`src/rtl/vend_pkg.sv`:
```
package vend_pkg;
   localparam int unsigned NUM_ST = 5;
   localparam int unsigned ST_W   = $clog2(NUM_ST);

   typedef enum logic [ST_W-1:0] {
      ST_IDLE   = 3'd0,
      ST_EVAL   = 3'd1,
      ST_SELL   = 3'd2,
      ST_CHANGE = 3'd3,
      ST_REFUND = 3'd4
   } vend_st_e;

   typedef struct packed {
      logic give_item;
      logic give_change;
      logic give_back;
      logic zero_total;
   } vend_cmd_t;
endpackage

```
`src/rtl/vend_step.sv`:
```
module vend_step
   import vend_pkg::*;
(
   input  vend_st_e cur_i,
   input  logic     coin_i,
   input  logic     ret_i,
   input  logic     lt_i,
   input  logic     eq_i,
   input  logic     gt_i,
   input  logic     chg_ok_i,
   output vend_st_e nxt_o
);
   logic [2:0] cmp_flags;
   logic       cmp_valid;

   assign cmp_flags = {lt_i, eq_i, gt_i};
   assign cmp_valid = (cmp_flags == 3'b100) || (cmp_flags == 3'b010) || (cmp_flags == 3'b001);

   always_comb begin
      nxt_o = ST_IDLE;
      unique case (cur_i)
         ST_IDLE: begin
            if (coin_i)     nxt_o = ST_EVAL;
            else if (ret_i) nxt_o = ST_REFUND;
            else            nxt_o = ST_IDLE;
         end
         ST_EVAL: begin
            if (!cmp_valid)    nxt_o = ST_IDLE;
            else if (eq_i)     nxt_o = ST_SELL;
            else if (gt_i)     nxt_o = chg_ok_i ? ST_CHANGE : ST_REFUND;
            else               nxt_o = ST_IDLE;
         end
         ST_CHANGE: nxt_o = ST_SELL;
         ST_SELL:   nxt_o = ST_IDLE;
         ST_REFUND: nxt_o = ST_IDLE;
         default:   nxt_o = ST_IDLE;
      endcase
   end
endmodule

```
`src/rtl/vend_state_reg.sv`:
```
module vend_state_reg
   import vend_pkg::*;
#(
   parameter int unsigned ONE_HOT = 0
) (
   input  logic     clk,
   input  logic     rst,
   input  vend_st_e nxt_i,
   output vend_st_e cur_o
);
   generate
      if (ONE_HOT > 1) begin : g_bad_enc
         $error("vend_state_reg: ONE_HOT must be 0 or 1");
      end

      if (ONE_HOT == 1) begin : g_hot
         logic [NUM_ST-1:0] hot_q;
         logic [NUM_ST-1:0] hot_d;

         always_comb begin
            hot_d        = '0;
            hot_d[nxt_i] = 1'b1;
         end

         always_ff @(posedge clk) begin
            if (rst) hot_q <= NUM_ST'(1) << ST_IDLE;
            else     hot_q <= hot_d;
         end

         always_comb begin
            cur_o = ST_IDLE;
            for (int k = 0; k < NUM_ST; k++) begin
               if (hot_q[k]) cur_o = vend_st_e'(ST_W'(k));
            end
         end

         assert_state_onehot_R1: assert property (@(posedge clk) disable iff (rst)
            $onehot(hot_q));
      end else begin : g_bin
         vend_st_e st_q;

         always_ff @(posedge clk) begin
            if (rst) st_q <= ST_IDLE;
            else     st_q <= nxt_i;
         end

         assign cur_o = st_q;

         assert_state_legal_R1: assert property (@(posedge clk) disable iff (rst)
            (int'(st_q) < NUM_ST));
      end
   endgenerate
endmodule

```
`src/rtl/vend_decode.sv`:
```
module vend_decode
   import vend_pkg::*;
(
   input  vend_st_e  cur_i,
   output vend_cmd_t cmd_o
);
   always_comb begin
      cmd_o = '0;
      unique case (cur_i)
         ST_SELL:   begin cmd_o.give_item = 1'b1; cmd_o.zero_total = 1'b1; end
         ST_CHANGE: cmd_o.give_change = 1'b1;
         ST_REFUND: begin cmd_o.give_back = 1'b1; cmd_o.zero_total = 1'b1; end
         default:   cmd_o = '0;
      endcase
   end
endmodule

```
`src/rtl/vend_ctrl.sv`:
```
module vend_ctrl
   import vend_pkg::*;
#(
   parameter int unsigned ONE_HOT = 0
) (
   input  logic clk,
   input  logic rst,
   input  logic coin_i,
   input  logic ret_i,
   input  logic lt_i,
   input  logic eq_i,
   input  logic gt_i,
   input  logic chg_ok_i,
   output logic release_candy,
   output logic return_change,
   output logic return_all_coins,
   output logic clear_sum
);
   vend_st_e  cur_st;
   vend_st_e  nxt_st;
   vend_cmd_t cmd;

   vend_step u_step (
      .cur_i    (cur_st),
      .coin_i   (coin_i),
      .ret_i    (ret_i),
      .lt_i     (lt_i),
      .eq_i     (eq_i),
      .gt_i     (gt_i),
      .chg_ok_i (chg_ok_i),
      .nxt_o    (nxt_st)
   );

   vend_state_reg #(.ONE_HOT(ONE_HOT)) u_reg (
      .clk   (clk),
      .rst   (rst),
      .nxt_i (nxt_st),
      .cur_o (cur_st)
   );

   vend_decode u_dec (
      .cur_i (cur_st),
      .cmd_o (cmd)
   );

   assign release_candy    = cmd.give_item;
   assign return_change    = cmd.give_change;
   assign return_all_coins = cmd.give_back;
   assign clear_sum        = cmd.zero_total;

   // input-side premise used by R8 and R9
   assert_inputs_exclusive_R8: assert property (@(posedge clk) disable iff (rst)
      !(coin_i && ret_i));

   assert_reset_quiet_R1: assert property (@(posedge clk)
      rst |=> !(release_candy || return_change || return_all_coins || clear_sum));

   assert_coin_to_eval_R3: assert property (@(posedge clk) disable iff (rst)
      (cur_st == ST_IDLE && coin_i)
         |=> (cur_st == ST_EVAL) && !(release_candy || return_change || return_all_coins || clear_sum));

   assert_exact_sells_R5: assert property (@(posedge clk) disable iff (rst)
      (cur_st == ST_EVAL && eq_i && !lt_i && !gt_i) |=> (release_candy && clear_sum));

   assert_item_one_cycle_R5: assert property (@(posedge clk) disable iff (rst)
      release_candy |=> (!release_candy && cur_st == ST_IDLE));

   assert_change_then_item_R6: assert property (@(posedge clk) disable iff (rst)
      return_change |=> (release_candy && clear_sum && !return_change));

   assert_refund_one_cycle_R7: assert property (@(posedge clk) disable iff (rst)
      return_all_coins |=> (!return_all_coins && cur_st == ST_IDLE));

   assert_return_refunds_R8: assert property (@(posedge clk) disable iff (rst)
      (cur_st == ST_IDLE && ret_i && !coin_i) |=> (return_all_coins && clear_sum));

   assert_one_action_R10: assert property (@(posedge clk) disable iff (rst)
      $onehot0({release_candy, return_change, return_all_coins})
      && (!clear_sum || release_candy || return_all_coins));

   assert_bad_flags_idle_R11: assert property (@(posedge clk) disable iff (rst)
      (cur_st == ST_EVAL && $countones({lt_i, eq_i, gt_i}) != 1) |=> (cur_st == ST_IDLE));
endmodule

```
`config.mk`:
```
export PLATFORM = sky130hd
export DESIGN_NAME = vend_ctrl
export DESIGN_NICKNAME = d
export VERILOG_FILES = /design/src/rtl/vend_pkg.sv /design/src/rtl/vend_step.sv /design/src/rtl/vend_state_reg.sv /design/src/rtl/vend_decode.sv /design/src/rtl/vend_ctrl.sv
export SDC_FILE = /design/constraint.sdc
export NUM_CORES = 1
export LEC_CHECK = 0
export BUFFER_PORTS_ARGS = -buffer_cell sky130_fd_sc_hd__buf_2
export CAP_MARGIN = 20
export CORE_AREA = 2 2 39 41
export CTS_CLUSTER_SIZE = 30
export DETAILED_ROUTE_END_ITERATION = 8
export DIE_AREA = 0 0 41 43
export HOLD_SLACK_MARGIN = 0.03
export SLEW_MARGIN = 20
export SYNTH_ARGS = -nofsm -noshare
export SYNTH_HDL_FRONTEND = slang
export SYNTH_SLANG_ARGS = --single-unit
```
`constraint.sdc`:
```
create_clock -name clk -period 2.94 [get_ports clk]
set_clock_uncertainty 0.15 [all_clocks]
set_input_delay 0.441 -clock clk [delete_from_list [all_inputs] [get_ports clk]]
set_output_delay 0.441 -clock clk [all_outputs]
set_load 0.005 [all_outputs]
```
Word-level counts from Yosys, hierarchy flattened
Cells that the tools add are included.

word-level totals
  bits in registers = 3
  output and inout port bits = 4
  word-level logic and storage cells = 23
  input port bits = 8

cells by class
  muxes and demuxes = 11
  reduce and logical (&&, ||, !) cells = 4
  equal/unequal tests = 7

operator list
  cell                                                  number
  two-way mux 3 bit                                     6
  equality test 3 x 2 -> 1 bit (second input constant)  3
  one-hot mux 3 bit (3 select lines)                    1
  equality test 3 x 1 -> 1 bit (second input constant)  2
  equality test 3 bit (second input constant)           2
  two-way mux 1 bit                                     4
  logical NOT 3 bit                                     1
  logical OR 1 bit                                      2
  OR reduction 2 bit                                    1

Depth between registers and ports, before layout
Gate-level depths: netlist (run 1).

  depth after elaboration = 5
  gate-level depth with buffers = 3

By module
A second synthesis (run 1) with hierarchy kept.

unflattened totals
  cells, all modules = 27
  area total of the unflattened synthesis = 193.9 um^2

by module, submodules not included
  module          instances  cells each  area an instance (um^2)
  vend_step       1          14          82.6
  vend_state_reg  1          6           78.8
  vend_decode     1          7           32.5

Worst setup path before layout (run 1)
OpenSTA, ideal clock, no wires.

  path type = input to register
  from = input port rst
  to = register u_reg.g_bin.st_q[0] (netlist: u_reg.cur_o[0])
  data required time = 2721 ps
  library setup time = 69 ps
  buffers on the path = 0
  arrival time = 1520 ps
  slack = 1201 ps
  cell stages on the path = 3
  cell sequence = or4b_1 -> or4b_1 -> o21ai_1

RTL lines
  what                    line                  source
  start: declaration      vend_ctrl.sv:7        input logic rst,
  end signal: assignment  vend_state_reg.sv:44  else st_q <= nxt_i;
  end: declaration        vend_state_reg.sv:40  vend_st_e st_q;

Final worst setup path (run 1)
  from = register u_reg.g_bin.st_q[1] (netlist: u_reg.cur_o[1])
  to = register u_reg.g_bin.st_q[2] (netlist: u_reg.cur_o[2])

between the ends
  cells in the longest elaborated chain, start to end = 2
  elaborated cells between the ends (all ways) = 4
  those cells by class = eq/ne (2); mux (1); reduce/logical (1)

ends and longest elaborated chain
  what                                                  line             source
  equality test 3 x 2 -> 1 bit (tied with other cells)  vend_step.sv:21  unique case (cur_i)
  one-hot mux 3 bit (3 select lines) *                  vend_step.sv:21

Mark *: on every way between the ends. The rest lies on a longest branch, timed or not.
A chain may end at the register's enable or synchronous reset.

==> impl_results.md, run 1 <==
- Outcome: finished, final reports clean
- XOR/XNOR Fraction of Synth Area: 0.0479
- Cell area power density: 467 nW/µm²
- Gr usage total: 0.0543
- Startpoint types: flip-flop
- Post-CTS resize count: 0
- Dominant cell type by area after synthesis: dfxtp_1
- Complex-gate fraction of the synthesized area: 0.110
- First-pass GRT wire length: 558 µm
- GRT overflow: 0
- Post-DR wirelength/cell: 8.08 µm
- Final WL: 420 µm
- Pins Over Slew Limit: 0
- I/O pin total: 12
- Critical Path Fanout Max: 8
- Fmax: 556 MHz
- Flops & latches, synth: 3
- Setup bufs post-CTS: 0
- Hold buffer count at CTS: 0
- Worst IR Drop VDD: 94.8 µV
- Synth Area per Inst: 8.70 µm²
- Hold Fails Final Rpt: 0
- Largest family of logic cells by synthesized area: simple AND/OR/NAND/NOR gates
- Via/cell ratio: 3.94
- Residual DRC: 0
- Post-route antenna net violation count: 0
- Finished Cell Area: 284 µm²
- Clock slew seen by the registers of the worst setup and hold paths: 0.04 ns
- Vias: 205
- Clk root buf: clkbuf_4
- Hold Path Origin: chg_ok_i
- Final setup vio count: 0
- Setup tns final: 0 ns
- Min Clock Period, post-route: 1.80 ns
- RR Endpoint: u_reg.cur_o[2]
- Simple-gate portion of the synthesized area: 0.438
- # clock sinks: 3
- Gpl congestion: 0.684
- Synth top area cells: dfxtp_1 33%, or4b_1 11%, nor3b_1 8.2%
- Detailed Routing Iterations Pass 1: 4
- Num CTS Buffers: 3
- Antenna diodes: 0
- Max clock buf depth: 2
- Area of the multi-input gates: 119 µm²
- Post-synth top area share: 0.329
- Vias in the first global route: 158
- Max FFs per register: 3
- Initial antenna violation count: 0
- CP arrival: 1.81 ns
- Initial core utilization: 0.132
- Worst r2r src: u_reg.cur_o[1]
- Unique masters post-synth: 15
- Synth Instances: 21
- Adder-cell share of the synthesized area: 0
- Final nets: 45
- Clk_lat worst skew: 0.23 ns
- CP required: 2.95 ns
- Synthesis Warnings: 0
- Chip height: 43 µm
- Pleak: 0.149 nW
- Number of buffers inserted by port buffering: 11
- CTS tree: done
- # H-tree levels: 1
- Fin crit share: 0.612
- # fillers: 162
- Largest net degree at the start of global routing: 9
- Placed instance area: 258 µm²
- Hold endpoint: u_reg.cur_o[2]
- Post-synthesis cell area: 183 µm²
- R2R Setup Slk: 1.14 ns
- Die area: 1760 µm²
- Slew HR: 0.753
- Seq/Total Area, Yosys: 0.329
- RSZ-0062 raised after global routing: false
- Fraction of layout instances using a drive strength above 1: 0.389
- Hold Path Depth: 2
- Worst Setup Path Type: flip-flop to flip-flop
- Mapped Nets: 29
- Post-Place Setup Slack: 1.03 ns
- Max-cap violations: 0
- Setup ws final: 1.14 ns
- Mux cell area share after synthesis: 0.0548
- Rows: 14
- Core Footprint: 1380 µm²
- Worst min path class: input pin to flip-flop
- Worst reg-to-reg path cell count: 3
- Storage cell area: 60.1 µm²
- Die width: 41 µm
- Area growth syn-to-layout: 55.5%
- Slew @ Worst Pin: 0.367 ns
- Starting DRT DRC Count: 5
- Crit end category: flip-flop
==> power by group <==
| part | switching [mW] | total (mW) | internal [mW] |
|---|---|---|---|
| clock | 0.0207 | 0.0716 | 0.0508 |
| combinational | 0.00647 | 0.0156 | 0.00918 |
| sequential | 0.00278 | 0.0456 | 0.0428 |
==> cells in the final DEF, fill, tap and decap left out, drive strengths merged <==
cell	netlist	layout
nor2	1	1
inv	1	1
nor4	1	1
nand3b	1	1
and3b	1	1
xnor2	1	1
buf	0	11
o211a	1	1
dfxtp	3	3
nor3b	2	2
or4b	2	2
nand2	2	2
o21ai	2	2
clkbuf	0	4
nor3	1	1
mux2i	1	1
nor2b	1	1
==> worst max path at each step <==
stage | start | end | cells after the start
after floorplan | rst | u_reg.cur_o[0] | 3
after global placement | rst | u_reg.cur_o[2] | 4
after detailed placement | rst | u_reg.cur_o[2] | 4
after CTS | u_reg.cur_o[1] | u_reg.cur_o[2] | 3
after global routing | u_reg.cur_o[1] | u_reg.cur_o[2] | 3
final | u_reg.cur_o[1] | u_reg.cur_o[2] | 3
==> synthesized netlist by cell type <==
library cell	number
and3b_1	1
dfxtp_1	3
inv_1	1
mux2i_1	1
nand2_1	2
nand3b_1	1
nor2_1	1
nor2b_1	1
nor3_1	1
nor3b_1	2
nor4_1	1
o211a_1	1
o21ai_1	2
or4b_1	2
xnor2_1	1
==> through the flow <==
| stage | std cells | hold WS, ns | utilization | power [mW] |
|---|---|---|---|---|
| floorplan | 21 | 0.334 | - | 0.0533 |
| global placement | 48 | 0.373 | 0.186 | 0.0620 |
| detailed placement | 48 | 0.371 | 0.186 | 0.0620 |
| CTS | 52 | 0.267 | 0.205 | 0.137 |
| global route | 52 | 0.274 | 0.205 | 0.142 |
| finish | 52 | 0.272 | 0.205 | 0.133 |
==> critical path, stage by stage, from the launching register on <==
cell and delay (ns):
dfxtp_1 0.36, or4b_1 0.53, or4b_1 0.55, o21ai_1 0.14
==> cell type report <==
class	count	area share
multi-input cells	17	0.419
flip-flops and latches	3	0.211
repair buffers	11	0.194
clock buffers	4	0.0925
well taps	16	0.0705
inverters	1	0.0132
==> logic make-up (layout without fill, tap and decap cells) <==
group,after synthesis,in the layout
AOI/OAI and AO/OA,3,3
DFF,3,3
and+or+nand+nor,12,12
buffers and inverters,1,16
muxes,1,1
xor gates and xnor gates,1,1
==> metal layers <==
metal | wire, µm | track usage
met1 | 175 | 0.0581
met3 | 49 | 0.0471
met5 | 0 | 0
met4 | 10 | 0.0600
met2 | 184 | 0.0563
No activity file was read; power rests on OpenSTA's default activity.
==> run 2, diff against run 1 <==
Clock period 2.94 ns to 1.76 ns, I/O delays scaled along.
==> run 2 against run 1 <==
Compared with the run above: clock power grew 80%; setup slack lost 1.1 ns; largest cell class unchanged; non-clock buffer count grew 2; worst hold slack lost 0.17 ns; critical path type unchanged; via count grew 4.9%; fmax grew 4.8%; clock-buffer cell count is the same; critical path depth is the same; cell count grew 3.8%.
==> impl_results.md, run 2 (same netlist as run 1, synthesis figures left out) <==
- Antenna diodes: 0 (unchanged)
- Num CTS Buffers: 3 (unchanged)
- Number of buffers inserted by port buffering: 11 (unchanged)
- Cell area power density: 774 nW/µm² (+65%)
- Residual DRC: 0 (unchanged)
- Pleak: 0.161 nW (+8.4%)
- Setup tns final: 0 ns (unchanged)
- RSZ-0062 raised after global routing: false
- Setup bufs post-CTS: 0 (unchanged)
- # fillers: 164 (+1.2%)
- Core Footprint: 1380 µm² (unchanged)
- Pins Over Slew Limit: 0 (unchanged)
- Worst min path class: input pin to flip-flop
- Setup ws final: 0.0438 ns (-1.10 ns)
- Via/cell ratio: 3.98 (+0.99%)
- Fmax: 583 MHz (+4.8%)
- Final WL: 513 µm (+22%)
- Critical Path Fanout Max: 2 (-6)
- Most common cell after layout, fill and taps aside: buf_2
- Worst path cell trace: or4b_1 -> or4b_4 -> o21ai_1
- Max clock buf depth: 2 (unchanged)
- GR Layer Usage met3: 0.0785 (+0.0314)
- # clock sinks: 3 (unchanged)
- Slew @ Worst Pin: 0.350 ns (-0.0177 ns)
- Die area: 1760 µm² (unchanged)
- Crit end category: flip-flop
- Most frequent cells in the layout: 11 x buf_2, 3 x clkbuf_4, 3 x dfxtp_1
- Vias in the first global route: 202 (+28%)
- Met1 GRT Util: 0.0767 (+0.0186)
- R2R Setup Slk: 0.04 ns (-1.10 ns)
- Slowest library cell on the worst path: or4b_4
- Min Clock Period, post-route: 1.72 ns (-0.0821 ns)
- Met2 GRT Util: 0.0781 (+0.0219)
- Detailed Routing Iterations Pass 1: 3 (-1)
- Initial core utilization: 0.132 (unchanged)
- I/O pin total: 12 (unchanged)
- Outcome: finished, final reports clean
- Clk_lat worst skew: 0.24 ns (about the same)
- Starting DRT DRC Count: 3 (-2)
- CP arrival: 1.73 ns (-0.08 ns)
- Clk root buf: clkbuf_4
- Max-cap violations: 0 (unchanged)
- Vias: 215 (+4.9%)
- Initial antenna violation count: 0 (unchanged)
- Gpl congestion: 0.702 (+2.6%)
- Largest net degree at the start of global routing: 8 (-1)
- Die width: 41 µm (unchanged)
- Gr usage total: 0.0731 (+0.0189)
- Chip height: 43 µm (unchanged)
- CP required: 1.77 ns (-1.18 ns)
- GRT overflow: 0 (unchanged)
- Worst IR Drop VDD: 346 µV (+270%)
- Post-Place Setup Slack: 0.0124 ns (-1.01 ns)
- Startpoint types: flip-flop
- CTS tree: done
- Area growth syn-to-layout: 65.8%
- Post-route antenna net violation count: 0 (unchanged)
- Slew HR: 0.765 (+0.0119)
- First-pass GRT wire length: 772 µm (+38%)
- Final setup vio count: 0 (unchanged)
- Post-DR wirelength/cell: 9.50 µm (+18%)
- Fraction of layout instances using a drive strength above 1: 0.447 (+0.0585)
- Fin crit share: 0.975 (+0.363)
- Max FFs per register: 3 (unchanged)
- CP peak stage delay: 0.53 ns (-0.02 ns)
- Final nets: 47 (+4.4%)
- Hold Fails Final Rpt: 0 (unchanged)
- Fin util: 0.219 (+0.0136)
- Rows: 14 (unchanged)
- # H-tree levels: 1 (unchanged)
- GRT Max-Usage Layer: met3
- Clock slew seen by the registers of the worst setup and hold paths: 0.04 ns (about the same)
- Worst Setup Path Type: flip-flop to flip-flop
run 2: cell count changes in the layout (fill, tap and decap cells not counted):
cell | previous run | this run
buf_4 | 0 | 2
or4b_4 | 0 | 1
or4b_1 | 2 | 1
run 2: layout make-up:
type / instances / area [µm²] / area share
flip-flops and latches: 3 / 60.1 / 0.198
well taps: 16 / 20.0 / 0.0661
multi-input cells: 17 / 123 / 0.405
repair buffers: 13 / 70.1 / 0.231
inverters: 1 / 3.75 / 0.0124
clock buffers: 4 / 26.3 / 0.0868
run 2: path summary, 6_finish.rpt:
path | to | start | cells after the start
worst max-delay path | u_reg.cur_o[2] | u_reg.cur_o[1] | 3
worst min register to register | u_reg.cur_o[1] | u_reg.cur_o[0] | 1
worst max register to register | u_reg.cur_o[2] | u_reg.cur_o[1] | 3
worst min-delay path | u_reg.cur_o[0] | coin_i | 3
run 2: where the power goes:
group	switching (mW)	internal, mW	leakage, nW
logic	0.0137	0.0173	0.122
clock network	0.0430	0.0855	0.0150
registers	0.00337	0.0713	0.0245
total	0.0601	0.174	0.161
run 2: metal layers:
| layer | part of all wire | vias up |
|---|---|---|
| met3 | 0.12 | 2 |
| met5 | 0 | - |
| met1 | 0.44 | 91 |
| met2 | 0.42 | 11 |
| met4 | 0.016 | 0 |
| li1 | - | 111 |
run 2: stage by stage:
step                      cell area (µm²)  hold slack, ns  std cells  total power, mW
after floorplan                       183           0.210         21           0.0890
after global placement                273           0.336         50            0.106
after detailed placement              273           0.348         50            0.106
after CTS                             299          0.0962         54            0.237
after global routing                  303           0.100         54            0.248
final                                 303          0.0979         54            0.234
run 2: critical path, delay by kind of cell (launching register included):
kind / cells / cell delay (ns)
AO/OA/AOI/OAI: 1 / 0.14
flip-flops: 1 / 0.30
AND/OR/NAND/NOR: 2 / 1.05
run 2: timing repair:
item,in CTS,in global routing
hold buffers,0,0
resized for setup,0,1
setup endpoints to repair,0,1
